File: config.mk
export PLATFORM = sky130hd
export DESIGN_NAME = edge_disc
export DESIGN_NICKNAME = d
export VERILOG_FILES = /design/src/rtl/edge_disc_pkg.sv /design/src/rtl/edge_disc_hist.sv /design/src/rtl/edge_disc_detect.sv /design/src/rtl/edge_disc_holdoff.sv /design/src/rtl/edge_disc.sv
export SDC_FILE = /design/constraint.sdc
export NUM_CORES = 1
export LEC_CHECK = 0
export BUFFER_PORTS_ARGS = -buffer_cell sky130_fd_sc_hd__buf_2
export CORE_ASPECT_RATIO = 0.8
export CORE_MARGIN = 10
export CORE_UTILIZATION = 40
export DETAILED_ROUTE_END_ITERATION = 16
export GPL_ROUTABILITY_DRIVEN = 0
export SYNTH_ARGS = -nofsm -noshare
export SYNTH_HDL_FRONTEND = slang
export SYNTH_SLANG_ARGS = --single-unit
File: constraint.sdc
create_clock -name clk -period 7.8 [get_ports clk]
set_input_delay 0.78 -clock clk [delete_from_list [all_inputs] [get_ports clk]]
set_output_delay 0.78 -clock clk [all_outputs]
set_load 0.005 [all_outputs]
File: src/rtl/edge_disc_pkg.sv
// Shared types for the edge discriminator.
// Assumes: nothing beyond IEEE 1800-2017.
package edge_disc_pkg;

    // Detection method selector.
    typedef enum logic {
        DISC_SLOPE    = 1'b0,
        DISC_FRACTION = 1'b1
    } disc_mode_e;

    // One candidate flag per edge direction.
    typedef struct packed {
        logic rise;
        logic fall;
    } edge_pair_t;

    // Bit positions inside the polarity enable field.
    localparam int unsigned POL_RISE_BIT = 0;
    localparam int unsigned POL_FALL_BIT = 1;

endpackage

File: src/rtl/edge_disc_hist.sv
// Sample delay line with two programmable taps, plus a one-stage
// timestamp register aligned with the newest sample.
// Assumes: MAX_DLY is a power of two so every tap index is in range.
module edge_disc_hist #(
    parameter int unsigned SAMPLE_W = 14,
    parameter int unsigned TS_W     = 48,
    parameter int unsigned MAX_DLY  = 16,
    localparam int unsigned DLY_W   = $clog2(MAX_DLY)
) (
    input  logic                       clk,
    input  logic                       rst_n,
    input  logic signed [SAMPLE_W-1:0] sample_i,
    input  logic        [TS_W-1:0]     ts_i,
    input  logic        [DLY_W-1:0]    tap_a_i,
    input  logic        [DLY_W-1:0]    tap_b_i,
    output logic signed [SAMPLE_W-1:0] now_o,
    output logic signed [SAMPLE_W-1:0] tap_a_o,
    output logic signed [SAMPLE_W-1:0] tap_b_o,
    output logic        [TS_W-1:0]     ts_o
);

    logic signed [SAMPLE_W-1:0] hist [MAX_DLY];

    // Shift the newest sample in; hist[j] holds the sample j steps old.
    always_ff @(posedge clk) begin
        if (!rst_n) begin
            for (int i = 0; i < MAX_DLY; i++) begin
                hist[i] <= '0;
            end
        end else begin
            hist[0] <= sample_i;
            for (int i = 1; i < MAX_DLY; i++) begin
                hist[i] <= hist[i-1];
            end
        end
    end

    // Keep the timestamp paired with hist[0].
    always_ff @(posedge clk) begin
        if (!rst_n) begin
            ts_o <= '0;
        end else begin
            ts_o <= ts_i;
        end
    end

    assign now_o   = hist[0];
    assign tap_a_o = hist[tap_a_i];
    assign tap_b_o = hist[tap_b_i];

endmodule

File: src/rtl/edge_disc_detect.sv
// Edge candidate generation for both methods: slope crossing of a
// signed threshold, and armed zero crossing of a constant-fraction signal.
// Assumes: threshold and arming level are non-negative magnitudes.
module edge_disc_detect
    import edge_disc_pkg::*;
#(
    parameter int unsigned SAMPLE_W = 14
) (
    input  logic                       clk,
    input  logic                       rst_n,
    input  disc_mode_e                 mode_i,
    input  logic signed [SAMPLE_W-1:0] now_i,
    input  logic signed [SAMPLE_W-1:0] slope_ref_i,
    input  logic signed [SAMPLE_W-1:0] cfd_ref_i,
    input  logic        [SAMPLE_W-1:0] thr_i,
    input  logic        [SAMPLE_W-1:0] arm_i,
    input  logic        [2:0]          frac_i,
    output edge_pair_t                 cand_o
);

    localparam int unsigned EXT = 2;
    localparam int unsigned DW  = SAMPLE_W + EXT;
    localparam logic signed [DW-1:0] ZERO = '0;

    logic signed [DW-1:0] now_x, slope_x, cfd_x;
    logic signed [DW-1:0] slope_d, slope_prev;
    logic signed [DW-1:0] sh1, sh2, sh3, frac_x, cfd_y;
    logic signed [DW-1:0] thr_p, thr_n, arm_p, arm_n;
    logic                 pos_arm, neg_arm;
    edge_pair_t           slope_c, frac_c;

    // Widen inputs with sign or zero extension.
    always_comb begin
        now_x   = {{EXT{now_i[SAMPLE_W-1]}}, now_i};
        slope_x = {{EXT{slope_ref_i[SAMPLE_W-1]}}, slope_ref_i};
        cfd_x   = {{EXT{cfd_ref_i[SAMPLE_W-1]}}, cfd_ref_i};
        thr_p   = {{EXT{1'b0}}, thr_i};
        arm_p   = {{EXT{1'b0}}, arm_i};
        thr_n   = -thr_p;
        arm_n   = -arm_p;
    end

    // Form the slope difference and the constant-fraction signal.
    always_comb begin
        slope_d = now_x - slope_x;
        sh1     = now_x >>> 1;
        sh2     = now_x >>> 2;
        sh3     = now_x >>> 3;
        frac_x  = (frac_i[2] ? sh1 : ZERO)
                + (frac_i[1] ? sh2 : ZERO)
                + (frac_i[0] ? sh3 : ZERO);
        cfd_y   = cfd_x - frac_x;
    end

    // Candidate flags of each method.
    always_comb begin
        slope_c.rise = (slope_d >= thr_p) && (slope_prev < thr_p);
        slope_c.fall = (slope_d <= thr_n) && (slope_prev > thr_n);
        frac_c.rise  = pos_arm && (cfd_y >= ZERO);
        frac_c.fall  = neg_arm && (cfd_y <  ZERO);
        cand_o       = (mode_i == DISC_FRACTION) ? frac_c : slope_c;
    end

    // Remember the last slope difference for crossing detection.
    always_ff @(posedge clk) begin
        if (!rst_n) begin
            slope_prev <= '0;
        end else begin
            slope_prev <= slope_d;
        end
    end

    // Arm on reaching the arming level, disarm on the zero crossing.
    always_ff @(posedge clk) begin
        if (!rst_n) begin
            pos_arm <= 1'b0;
            neg_arm <= 1'b0;
        end else begin
            if (cfd_y >= ZERO) begin
                pos_arm <= 1'b0;
            end else if (cfd_y <= arm_n) begin
                pos_arm <= 1'b1;
            end
            if (cfd_y < ZERO) begin
                neg_arm <= 1'b0;
            end else if (cfd_y >= arm_p) begin
                neg_arm <= 1'b1;
            end
        end
    end

    // one sample can never be both a rising and a falling candidate.
    a_r4_cand_exclusive: assert property (@(posedge clk) disable iff (!rst_n)
        !(cand_o.rise && cand_o.fall));

endmodule

File: src/rtl/edge_disc_holdoff.sv
// Polarity masking, holdoff gating and capture of the fire timestamps.
// Assumes: ts_i is the timestamp of the sample whose candidates arrive.
module edge_disc_holdoff
    import edge_disc_pkg::*;
#(
    parameter int unsigned TS_W   = 48,
    parameter int unsigned HOLD_W = 8
) (
    input  logic              clk,
    input  logic              rst_n,
    input  edge_pair_t        cand_i,
    input  logic [1:0]        pol_i,
    input  logic [HOLD_W-1:0] holdoff_i,
    input  logic [TS_W-1:0]   ts_i,
    output logic              fire_o,
    output logic [TS_W-1:0]   fire_ts_o,
    output logic [TS_W-1:0]   prev_ts_o,
    output logic              fire_neg_o
);

    logic [HOLD_W-1:0] hcnt;
    logic              rise_ok, fall_ok, idle, take;

    // Apply the polarity mask and the holdoff gate.
    always_comb begin
        rise_ok = cand_i.rise && pol_i[POL_RISE_BIT];
        fall_ok = cand_i.fall && pol_i[POL_FALL_BIT];
        idle    = (hcnt == '0);
        take    = (rise_ok || fall_ok) && idle;
    end

    // Register the fire, load or count down holdoff, capture timestamps.
    always_ff @(posedge clk) begin
        if (!rst_n) begin
            fire_o     <= 1'b0;
            hcnt       <= '0;
            fire_ts_o  <= '0;
            prev_ts_o  <= '0;
            fire_neg_o <= 1'b0;
        end else begin
            fire_o <= take;
            if (take) begin
                hcnt       <= holdoff_i;
                fire_ts_o  <= ts_i;
                prev_ts_o  <= fire_ts_o;
                fire_neg_o <= fall_ok && !rise_ok;
            end else if (!idle) begin
                hcnt <= hcnt - 1'b1;
            end
        end
    end

    // a nonzero holdoff forbids a fire in the very next cycle.
    a_r7_holdoff_gap: assert property (@(posedge clk) disable iff (!rst_n)
        (fire_o && (holdoff_i != '0)) |=> !fire_o);

    // the fire timestamp only moves together with a fire.
    a_r8_ts_hold: assert property (@(posedge clk) disable iff (!rst_n)
        !fire_o |-> $stable(fire_ts_o));

    // the previous timestamp is the one reported before this fire.
    a_r9_prev_chain: assert property (@(posedge clk) disable iff (!rst_n)
        fire_o |-> (prev_ts_o == $past(fire_ts_o)));

    // a disabled direction never shows up as the reported polarity.
    a_r5_no_fall: assert property (@(posedge clk) disable iff (!rst_n)
        (fire_o && !pol_i[POL_FALL_BIT]) |-> !fire_neg_o);
    a_r5_no_rise: assert property (@(posedge clk) disable iff (!rst_n)
        (fire_o && !pol_i[POL_RISE_BIT]) |-> fire_neg_o);

endmodule

File: src/rtl/edge_disc.sv
// Edge discriminator top: delay line, candidate detection, and holdoff
// gating with timestamp capture. One sample per clock.
// Assumes: configuration is held steady while samples flow.
module edge_disc
    import edge_disc_pkg::*;
#(
    parameter int unsigned SAMPLE_W = 14,
    parameter int unsigned TS_W     = 48,
    parameter int unsigned MAX_DLY  = 16,
    parameter int unsigned HOLD_W   = 8,
    localparam int unsigned DLY_W   = $clog2(MAX_DLY)
) (
    input  logic                clk,
    input  logic                rst_n,
    input  logic [SAMPLE_W-1:0] sample_i,
    input  logic [TS_W-1:0]     ts_i,
    input  logic                cfg_mode_i,
    input  logic [1:0]          cfg_pol_i,
    input  logic [DLY_W-1:0]    cfg_led_k_i,
    input  logic [SAMPLE_W-1:0] cfg_thr_i,
    input  logic [DLY_W-1:0]    cfg_cfd_dly_i,
    input  logic [2:0]          cfg_frac_i,
    input  logic [SAMPLE_W-1:0] cfg_arm_i,
    input  logic [HOLD_W-1:0]   cfg_holdoff_i,
    output logic                fire_o,
    output logic [TS_W-1:0]     fire_ts_o,
    output logic [TS_W-1:0]     prev_ts_o,
    output logic                fire_neg_o
);

    logic signed [SAMPLE_W-1:0] s_now, s_slope, s_cfd;
    logic        [TS_W-1:0]     ts_al;
    edge_pair_t                 cand;
    disc_mode_e                 mode;

    assign mode = disc_mode_e'(cfg_mode_i);

    edge_disc_hist #(
        .SAMPLE_W (SAMPLE_W),
        .TS_W     (TS_W),
        .MAX_DLY  (MAX_DLY)
    ) i_hist (
        .clk      (clk),
        .rst_n    (rst_n),
        .sample_i ($signed(sample_i)),
        .ts_i     (ts_i),
        .tap_a_i  (cfg_led_k_i),
        .tap_b_i  (cfg_cfd_dly_i),
        .now_o    (s_now),
        .tap_a_o  (s_slope),
        .tap_b_o  (s_cfd),
        .ts_o     (ts_al)
    );

    edge_disc_detect #(
        .SAMPLE_W (SAMPLE_W)
    ) i_detect (
        .clk         (clk),
        .rst_n       (rst_n),
        .mode_i      (mode),
        .now_i       (s_now),
        .slope_ref_i (s_slope),
        .cfd_ref_i   (s_cfd),
        .thr_i       (cfg_thr_i),
        .arm_i       (cfg_arm_i),
        .frac_i      (cfg_frac_i),
        .cand_o      (cand)
    );

    edge_disc_holdoff #(
        .TS_W   (TS_W),
        .HOLD_W (HOLD_W)
    ) i_holdoff (
        .clk        (clk),
        .rst_n      (rst_n),
        .cand_i     (cand),
        .pol_i      (cfg_pol_i),
        .holdoff_i  (cfg_holdoff_i),
        .ts_i       (ts_al),
        .fire_o     (fire_o),
        .fire_ts_o  (fire_ts_o),
        .prev_ts_o  (prev_ts_o),
        .fire_neg_o (fire_neg_o)
    );

endmodule

After elaboration in Yosys (flattened, before gate mapping)
Memories as Yosys holds them, arrays and structs flattened. Index checks and enable logic that the tools add are counted.

$add $sub $neg: 7. Multipliers: 0. Div/mod/pow operators: 0. $lt $le $gt $ge: 8. Eq/ne operators: 1. Shift-type cells: 0. Mux-type cells: 24. Bitwise logic cells: 17. Reductions and logical operators: 13.

Operators with widths (count): $mux W14 (16); $mux W16 (3); $add A16 B16 Y16 (2); $ge A16 B15 Y1 (2); $le A16 B16 Y1 (2); $neg A14 Y16 (2); $ge A16 B1 Y1 const B (1); $gt A16 B16 Y1 (1); $lt A16 B1 Y1 const B (1); $lt A16 B15 Y1 (1); $mux W8 (2); $or A1 B1 Y1 (16); $sub A14 B16 Y16 (1); $sub A14 B14 Y15 (1); $logic_and A1 B1 Y1 (8); $logic_not A8 Y1 (1); $sub A8 B1 Y8 const B (1); $reduce_or A2 Y1 (2); $mux W1 (2); $mux W2 (1); $ne A2 B2 Y1 const B (1); $logic_not A1 Y1 (1); $logic_or A1 B1 Y1 (1); $not A1 Y1 (1).

Bits in registers: 172. Bits in latches: 0. Memory bits (writable): 224. Bits in read-only memories: 0. Output and inout bits: 98. Word-level logic and storage cells: 80. Memories kept: 1.

Memory list: i_hist.hist (depth 16, width 14, read ports 17, clocked after memory_dff 0, write ports 16, line edge_disc_hist.sv:22) `logic signed [SAMPLE_W-1:0] hist [MAX_DLY];`.

Logic depth before layout (Yosys ltp)
Gate-level depths: netlist of the first run. An unclocked memory read counts as a cell.

Depth after elaboration: 12. Gate-level depth with buffers: 25.

Hierarchy
From an unflattened synthesis of the first run, not the netlist that was laid out.

Cells, all modules: 1983. Area, all modules: 19942.9 sq um.

Modules (own cells, without submodules): edge_disc_hist (instances 1, cells each 810, area an instance 10558.9 sq um, seq. area each 5445.2 sq um); edge_disc_detect (instances 1, cells each 683, area an instance 5296.3 sq um, seq. area each 340.3 sq um); edge_disc_holdoff (instances 1, cells each 490, area an instance 4087.7 sq um, seq. area each 2122.0 sq um).

Worst setup path before layout of the first run
No wires, ideal clock.

Path type: input to register. Start: in cfg_led_k_i[0]. End: reg i_holdoff.hcnt[1]. Data arrival time: 6.475 ns. Setup slack: 1.203 ns. Stages on the path: 24. Buffers on the path: 3. Path through: clkbuf_1 buf_1 mux4_2 mux4_2 inv_1 ha_1 o21ai_0 a211oi_1 o31ai_1 a21boi_1 o21ai_0 nand2b_1 a31oi_1 xnor2_1 ha_1 and4_1 and2_1 nand2_1 o211ai_1 o221ai_1 a31o_2 buf_2 or3_1 o311a_1.

Word-level cells in the longest chain between the ends: 9. Elaborated cells between the ends (all ways): 13. Classes of those cells: add/sub (1); order compare (2); eq/ne (1); mux (2); reduce/logical (6); memory (1).

RTL lines: start, declared (line edge_disc.sv:19) `input logic [DLY_W-1:0] cfg_led_k_i,`; $mem_v2 Z16 W14 *; $sub A14 B14 Y15 * (line edge_disc_detect.sv:45) `slope_d = now_x - slope_x;`; net i_detect.slope_d[13] (line edge_disc_detect.sv:26) `logic signed [DW-1:0] slope_d, slope_prev;`; $ge A16 B15 Y1 / $le A16 B16 Y1 (equally long branches) (line edge_disc_detect.sv:57, edge_disc_detect.sv:58); $logic_and A1 B1 Y1 (on tied branches) (line edge_disc_detect.sv:57, edge_disc_detect.sv:58); $mux W2 * (line edge_disc_detect.sv:61) `cand_o = (mode_i == DISC_FRACTION) ? frac_c : slope_c;`; $logic_and A1 B1 Y1 (on tied branches) (line edge_disc_holdoff.sv:26, edge_disc_holdoff.sv:27); $logic_or A1 B1 Y1 * (line edge_disc_holdoff.sv:29) `take = (rise_ok || fall_ok) && idle;`; $logic_and A1 B1 Y1 * (line edge_disc_holdoff.sv:29); $ne A2 B2 Y1 (no line) / $mux W8 (equally long branches); end signal, assigned (line edge_disc_holdoff.sv:43) `hcnt <= holdoff_i;`; end signal, assigned (line edge_disc_holdoff.sv:48) `hcnt <= hcnt - 1'b1;`; end, declared (line edge_disc_holdoff.sv:21) `logic [HOLD_W-1:0] hcnt;`.

The timed path passes the listed nets; every way through them passes the cells marked *. A chain may end at the register's enable or synchronous reset.

Final worst setup path of the first run
Start: in cfg_led_k_i[0]. End: reg i_holdoff.prev_ts_o[7].

Word-level cells in the longest chain between the ends: 8. Elaborated cells between the ends (all ways): 11. Classes of those cells: add/sub (1); order compare (2); mux (1); reduce/logical (6); memory (1).

RTL lines: $mem_v2 Z16 W14 *; $sub A14 B14 Y15 * (line edge_disc_detect.sv:45); net i_detect.slope_d[13] (line edge_disc_detect.sv:26); $ge A16 B15 Y1 / $le A16 B16 Y1 (equally long branches) (line edge_disc_detect.sv:57, edge_disc_detect.sv:58); $logic_and A1 B1 Y1 (on tied branches) (line edge_disc_detect.sv:57, edge_disc_detect.sv:58); $mux W2 * (line edge_disc_detect.sv:61); $logic_and A1 B1 Y1 (on tied branches) (line edge_disc_holdoff.sv:26, edge_disc_holdoff.sv:27); $logic_or A1 B1 Y1 * (line edge_disc_holdoff.sv:29); $logic_and A1 B1 Y1 * (line edge_disc_holdoff.sv:29); end signal, assigned (line edge_disc_holdoff.sv:45) `prev_ts_o <= fire_ts_o;`; end, declared (line edge_disc_holdoff.sv:17) `output logic [TS_W-1:0] prev_ts_o,`.

Marked as above.

==> run_results.csv, run 1 <==
group,metric,value,unit
run_status,status,"complete, no violations",
finish,seqCellArea,7910,um^2
floorplan,die_height,223,um
synthesis,ys_ff_latch,395,
timing,finalCritPeriodShare,0.842,
pwr,p_sw,1.74,mW
timing,finalHoldViolations,0,
synthesis,synth_area_leaders,"dfxtp_1 (38%), mux4_2 (15%), and2_1 (9.2%)",
synthesis,synth-seq-area-share,0.383,
timing,setup_viol,0,
floorplan,pin_count,212,
floorplan,dieArea,61200,um^2
worst_setup_path,worstPathArrival,7.05,ns
synthesis,netlist.area_leader.share,0.383,
worst_setup_path,cp_top_family,"compound AO/OA/AOI/OAI gates",
pwr,p_clk_frac,0.382,
detailed_routing,ant_nets,0,
timing,fin_skew,0.0213,ns
worst_setup_path,worstPathRequired,8.29,ns
pwr,internal_power,3.79,mW
finish,fillers,4699,
detailed_routing,wire_per_inst,21.0,um
synthesis,synth_compound_area_frac,0.161,
synthesis,syn_area,20600,um^2
pwr,pwr-share-seq,0.387,
finish,area_delta_synth_final,15.0,%
synthesis,yosys.cell_count.top_type,"dfxtp_1",
synthesis,synth_top_family_by_area,"compound AO/OA/AOI/OAI gates",
global_route,antenna_found_initial,4,
floorplan,core,51000,um^2
worst_setup_path,crit_chain,"buf_4 > buf_4 > mux4_2 > mux4_2 > inv_1 > ha_1 > o21ai_0 > a211oi_1 > o31ai_1 > a21boi_1 > o21ai_0 > nand2b_1 > a31oi_1 > xnor2_1 > ha_1 > o21ai_0 > nand2b_1 > o2111ai_1 > a21oi_1 > o211a_1 > o211a_2 > buf_4 > o311ai_0 > a21oi_1",
timing,worst_slack,1.23,ns
synthesis,syn_nets,2190,
worst_setup_path,critical_path.endpoint_type,"flop",
finish,multi_input_area,11800,um^2
place,place_worst_setup_slack,0.742,ns
detailed_routing,vias,15800,
detailed_routing,dr.pass1.iters,5,
synthesis,synth_simple_gate_area_share,0.134,
clocking,cts_max_level,2,
global_route,grt_max_degree,126,
worst_setup_path,slowest_stage,"o211a_2",
worst_setup_path,start_kind,"primary input",
synthesis,postSynth.asyncResetShare,0,
worst_setup_path,cp_max_fo,38,
clocking,hold_buffers,0,
pwr,p_sw_frac,0.315,
finish,drive_gt1_frac,0.222,
clocking,cts_tree,"built",
synthesis,yosys_warnings,0,
pwr,p_leak,9.48,nW
clocking,clk_latency,0.58,ns
clocking,cts.path.max_buffers,3,
clocking,post_cts_buffers,0,
hold_path,hold_class,"primary input to flop",
synthesis,ys_dominant_reg_cell,"dfxtp_1",
timing,max_freq,0.152,GHz
floorplan,die_w,274,um
pwr,pwr_density_cell,233,nW/um^2
timing,timing.slew.headroom,0.184,
timing,worst_pin_slew,1.22,ns
synthesis,synthesis.instances,1929,
global_route,grt_pass1_wl,92000,um
timing,maxSlewViolCount,0,
worst_setup_path,cp_slowest_stage_delay,0.72,ns
timing,setup_tns,0,ns
place,port_buffers,211,
synthesis,synth.distinct_cells,68,
flow_run,drv_cap,0,
synthesis,synthAdderAreaFrac,0.0993,
global_route,track_usage,0.185,
detailed_routing,viasPerCell,5.72,
detailed_routing,wirelength,58000,um
floorplan,start_util,0.405,
synthesis,synth_commonest_cells,"dfxtp_1 (395), and2_1 (302), a21oi_1 (144), mux4_2 (140), clkbuf_1 (132)",
detailed_routing,drt_iter0_drc,1186,
place,place_area,22300,um^2
timing,min_period,6.57,ns
timing,rsz0062_at_grt,"no",
clocking,clk_pin_slew,0.06,ns
finish,stdcell_area,23700,um^2
detailed_routing,drc,0,
synthesis,synth_top_area_cell,"dfxtp_1",
pwr,vdd_ir_drop_max,0.339,mV
synthesis,avgSynthCellArea,10.7,um^2
synthesis,synthMuxAreaShare,0.153,
worst_setup_path,crit_type,"primary input to flop",
global_route,grt_pass1_vias,16000,
worst_setup_path,crit_buf_inv,4,
floorplan,num_rows,74,
finish,fin_nets,2310,
clocking,cts_resized,0,
place,post-dp-hpwl,39400,um
synthesis,synth_edf_count,0,
clocking,cts_buffers,43,
pwr,comb_power_share,0.231,
clocking,clkSinkCount,395,
synthesis,synth_xor_area_frac,0.0208,
global_route,grt-ovfl-total,0,
clocking,ctsRootBufferMaster,"clkbuf_16",
-- layout make-up --
type                       instances  area share
timing repair buffer             239      0.0591
clock inverter                    12     0.00764
multi-input combinational       1276       0.495
clock buffer                      64      0.0538
tap                              684      0.0361
inverter                          94      0.0149
sequential                       395       0.333
antenna                            1    0.000105
-- cell families after synthesis --
family | after synthesis
and+or+nand+nor | 483
AOI/OAI and AO/OA | 456
DFF | 395
buffers and inverters | 258
adders and majority gates | 147
muxes | 141
xor gates and xnor gates | 49
-- stage by stage --
step / power (mW) / hold WS (ns) / util / std cells
2_1_floorplan: 3.09 / 0.441 / - / 1929
3_3_place_gp: 3.41 / 0.449 / 0.437 / 2688
3_5_place_dp: 3.44 / 0.460 / 0.437 / 2688
4_1_cts: 5.57 / 0.373 / 0.465 / 2764
5_1_grt: 5.81 / 0.397 / 0.465 / 2765
6_report: 5.53 / 0.406 / 0.465 / 2765
-- path summary, 6_finish.rpt --
check | from | end | slack, ns | cells past startpoint
max | cfg_led_k_i[0] | i_holdoff.prev_ts_o[7]$_SDFFE_PN0P_ | 1.23 | 24
min | ts_i[42] | i_hist.ts_o[42]$_SDFF_PN0_ | 0.41 | 2
max reg2reg | i_hist.hist[0][5]$_SDFF_PN0_ | i_holdoff.prev_ts_o[7]$_SDFFE_PN0P_ | 1.66 | 22
min reg2reg | i_hist.hist[11][13]$_SDFF_PN0_ | i_hist.hist[12][13]$_SDFF_PN0_ | 0.47 | 1
-- state kept, by name (all words and copies together) (netlist names) --
| register | flops |
|---|---|
| i_detect.neg_arm | 1 |
| i_holdoff.hcnt | 8 |
| i_detect.pos_arm | 1 |
| i_hist.ts_o | 48 |
| i_hist.hist | 224 |
| i_detect.slope_prev | 15 |
| i_holdoff.fire_o | 1 |
| i_holdoff.fire_neg_o | 1 |
| i_holdoff.fire_ts_o | 48 |
| i_holdoff.prev_ts_o | 48 |
-- metal layers --
metal,share of wire,track usage,vias up,wire length [um]
met5,0.00022,0,-,13
met4,0.032,0.0671,2,1840
met3,0.057,0.0362,104,3330
met2,0.45,0.281,452,26200
met1,0.46,0.258,7799,26500
li1,-,-,7451,-
-- power groups by stage --
stage | Combinational [mW] | Clock, mW | Sequential, mW
after floorplan | 0.923 | 0 | 2.16
after global placement | 1.23 | 0 | 2.18
after detailed placement | 1.26 | 0 | 2.18
after CTS | 1.26 | 2.16 | 2.14
after global routing | 1.42 | 2.24 | 2.15
final | 1.28 | 2.11 | 2.14
-- placed cells by master (no fill, tap or decap), drive strengths merged, types with 5 or more instances in the layout --
master,n
a21o,18
dfxtp,395
fa,28
inv,94
buf,239
nor4,8
nor2b,8
xnor2,34
nand2b,10
o211ai,7
a31oi,5
mux4,140
a211oi,10
xor2,15
ha,119
o31ai,5
nand2,61
and4,6
clkinv,7
o21ai,27
o21a,8
o2111ai,98
a21oi,144
nand4,10
nor2,37
nand3,10
clkbuf,64
and2,302
nor3,17
o311ai,99
(Power assumes the default switching activity.)
==> run 2: changes to the inputs <==
- clock period: 7.8 -> 5.6 ns (I/O delays scaled with it)
==> run_results.csv, run 2 (synthesis results as in run 1) <==
group,metric,value,unit
clocking,clkSinkCount,395,
finish,drive_gt1_frac,0.280,
hold_path,hold_class,"primary input to flop",
detailed_routing,wire_per_inst,20.1,um
timing,setup_tns,0,ns
global_route,grt-ovfl-total,0,
detailed_routing,dr.pass1.iters,5,
floorplan,pin_count,212,
floorplan,start_util,0.405,
place,place_area,23500,um^2
finish,regMostFlops,"i_hist.hist",
global_route,antenna_found_initial,2,
pwr,comb_power_share,0.263,
pwr,p_sw_frac,0.318,
worst_setup_path,cp_max_fo,14,
timing,timing.slew.headroom,0.335,
hold_path,hp-start,"ts_i[38]",
finish,seqCellArea,7910,um^2
finish,layout_commonest_cell,"dfxtp_1",
finish,fillers,4544,
worst_setup_path,reg2reg_depth,23,
worst_setup_path,timing.rr.end,"i_holdoff.fire_ts_o[33]$_SDFFE_PN0P_",
finish,final_cells,2914,
global_route,track_usage,0.186,
timing,min_period,5.32,ns
global_route,grt_use_met3,0.0315,
finish,largest_register_ffs,224,
global_route,grt_pass1_wl,93000,um
floorplan,die_height,223,um
global_route,met1_usage,0.255,
worst_setup_path,worstPathRequired,6.02,ns
worst_setup_path,critical_path.endpoint_type,"flop",
global_route,busiest_layer,"met2",
place,post-dp-hpwl,42500,um
worst_setup_path,worstPathArrival,5.74,ns
clocking,cts.path.max_buffers,3,
clocking,cts_buffers,43,
timing,maxSlewViolCount,0,
finish,area_delta_synth_final,21.4,%
detailed_routing,drc,0,
worst_setup_path,rrSetupSlack,0.30,ns
pwr,pwr_density_cell,309,nW/um^2
run_status,status,"complete, no violations",
hold_path,hold_depth,2,
pwr,p_leak,10.3,nW
hold_path,holdPathEnd,"i_hist.ts_o[38]$_SDFF_PN0_",
detailed_routing,wirelength,58700,um
place,place_inst,2838,
detailed_routing,ant_nets,0,
timing,fin_skew,0.0203,ns
timing,worst_slack,0.280,ns
pwr,internal_power,5.28,mW
worst_setup_path,start_kind,"primary input",
floorplan,dieArea,61200,um^2
finish,multi_input_area,11900,um^2
finish,fin_nets,2462,
clocking,clk_pin_slew,0.06,ns
finish,layout_common_cells,"dfxtp_1 (395), and2_1 (302), buf_2 (208)",
floorplan,die_w,274,um
pwr,vdd_ir_drop_max,0.243,mV
worst_setup_path,rr_startpoint,"i_hist.hist[10][6]$_SDFF_PN0_",
finish,stdcell_area,25100,um^2
timing,finalCritPeriodShare,0.950,
clocking,clk_latency,0.58,ns
pwr,finalPower,7.74,mW
detailed_routing,vias,16500,
pwr,p_clk_frac,0.352,
timing,worst_pin_slew,0.998,ns
place,place_worst_setup_slack,-0.471,ns
timing,setup_viol,0,
clocking,ctsRootBufferMaster,"clkbuf_16",
global_route,grt_pass1_vias,16500,
flow_run,drv_cap,0,
detailed_routing,viasPerCell,5.65,
global_route,grt_max_degree,120,
timing,finalHoldViolations,0,
clocking,cts_max_level,2,
floorplan,num_rows,74,
clocking,cts_tree,"built",
pwr,p_sw,2.46,mW
place,port_buffers,211,
worst_setup_path,crit_type,"primary input to flop",
detailed_routing,drt_iter0_drc,1224,
pwr,pwr-share-seq,0.385,
timing,max_freq,0.188,GHz
floorplan,core,51000,um^2
global_route,grtUsageMet2,0.293,
==> run 2: changes by cell type in the layout (fill, tap and decap cells not counted), sizes merged <==
cell | previous run | this run
buf | 239 | 390
bufinv | 4 | 1
clkbuf | 64 | 63
clkinv | 7 | 10
clkinvlp | 1 | 0
==> run 2: final cells by class <==
type,instances,area share
antenna,1,0.0000999
tap,684,0.0342
sequential,395,0.316
clock inverter,11,0.00494
inverter,94,0.0141
timing repair buffer,391,0.108
clock buffer,62,0.0486
multi-input combinational,1276,0.474
==> run 2: power groups by stage <==
stage / clock, mW / sequential [mW] / combinational [mW]
2_1_floorplan: 0 / 3.01 / 1.29
3_3_place_gp: 0 / 3.04 / 1.92
3_5_place_dp: 0 / 3.04 / 1.97
4_1_cts: 2.79 / 2.98 / 1.98
5_1_grt: 2.90 / 2.99 / 2.25
6_report: 2.72 / 2.98 / 2.04
==> run 2: how the worst max path moves through the flow <==
| stage | start | end | slack [ns] |
|---|---|---|---|
| 3_5_place_dp | cfg_led_k_i[0] | i_holdoff.fire_ts_o[37]$_SDFFE_PN0P_ | -0.47 |
| 6_report | cfg_led_k_i[0] | i_holdoff.fire_ts_o[33]$_SDFFE_PN0P_ | 0.28 |
| 2_1_floorplan | cfg_led_k_i[0] | i_holdoff.hcnt[1]$_SDFFE_PN0P_ | -0.007 |
| 4_1_cts | i_hist.hist[10][1]$_SDFF_PN0_ | i_detect.pos_arm$_SDFFE_PP0P_ | 0.08 |
| 5_1_grt | i_hist.hist[0][1]$_SDFF_PN0_ | i_holdoff.fire_ts_o[16]$_SDFFE_PN0P_ | -0.02 |
| 3_3_place_gp | cfg_led_k_i[0] | i_holdoff.hcnt[0]$_SDFFE_PN0P_ | -0.35 |
==> run 2: routing by layer <==
layer / part of all wire / vias up
li1: - / 7760
met1: 0.45 / 8165
met2: 0.47 / 436
met3: 0.052 / 113
met4: 0.028 / 2
met5: 0.00022 / -
==> run 2: critical path: stages <==
cell and delay (ns):
buf_4 0.18, buf_4 0.19, mux4_2 0.50, mux4_2 0.49, inv_1 0.13, ha_1 0.29
nand4_1 0.15, o32ai_1 0.14, o31ai_4 0.28, a21boi_1 0.13, o21ai_1 0.15, nand2b_1 0.10
a31oi_2 0.17, xnor2_1 0.14, ha_1 0.32, and4_1 0.19, and2_1 0.15, nand2_1 0.07
o211ai_1 0.19, o221ai_2 0.12, a31o_2 0.23, buf_12 0.15, buf_4 0.18, o311ai_0 0.38
a21oi_1 0.12
==> run 2: per-stage QoR <==
stage,hold slack (ns),utilization
final,0.192,0.491
after detailed placement,0.457,0.462
after CTS,0.155,0.488
after floorplan,0.441,-
after global routing,0.170,0.491
after global placement,0.451,0.462
==> run 2: what timing repair did <==
action / in CTS / in global routing
hold buffers: 0 / 0
resized for setup: 0 / 39
hold endpoints to repair: 0 / 0
setup endpoints to repair: 0 / 107
buffers inserted: 0 / 1
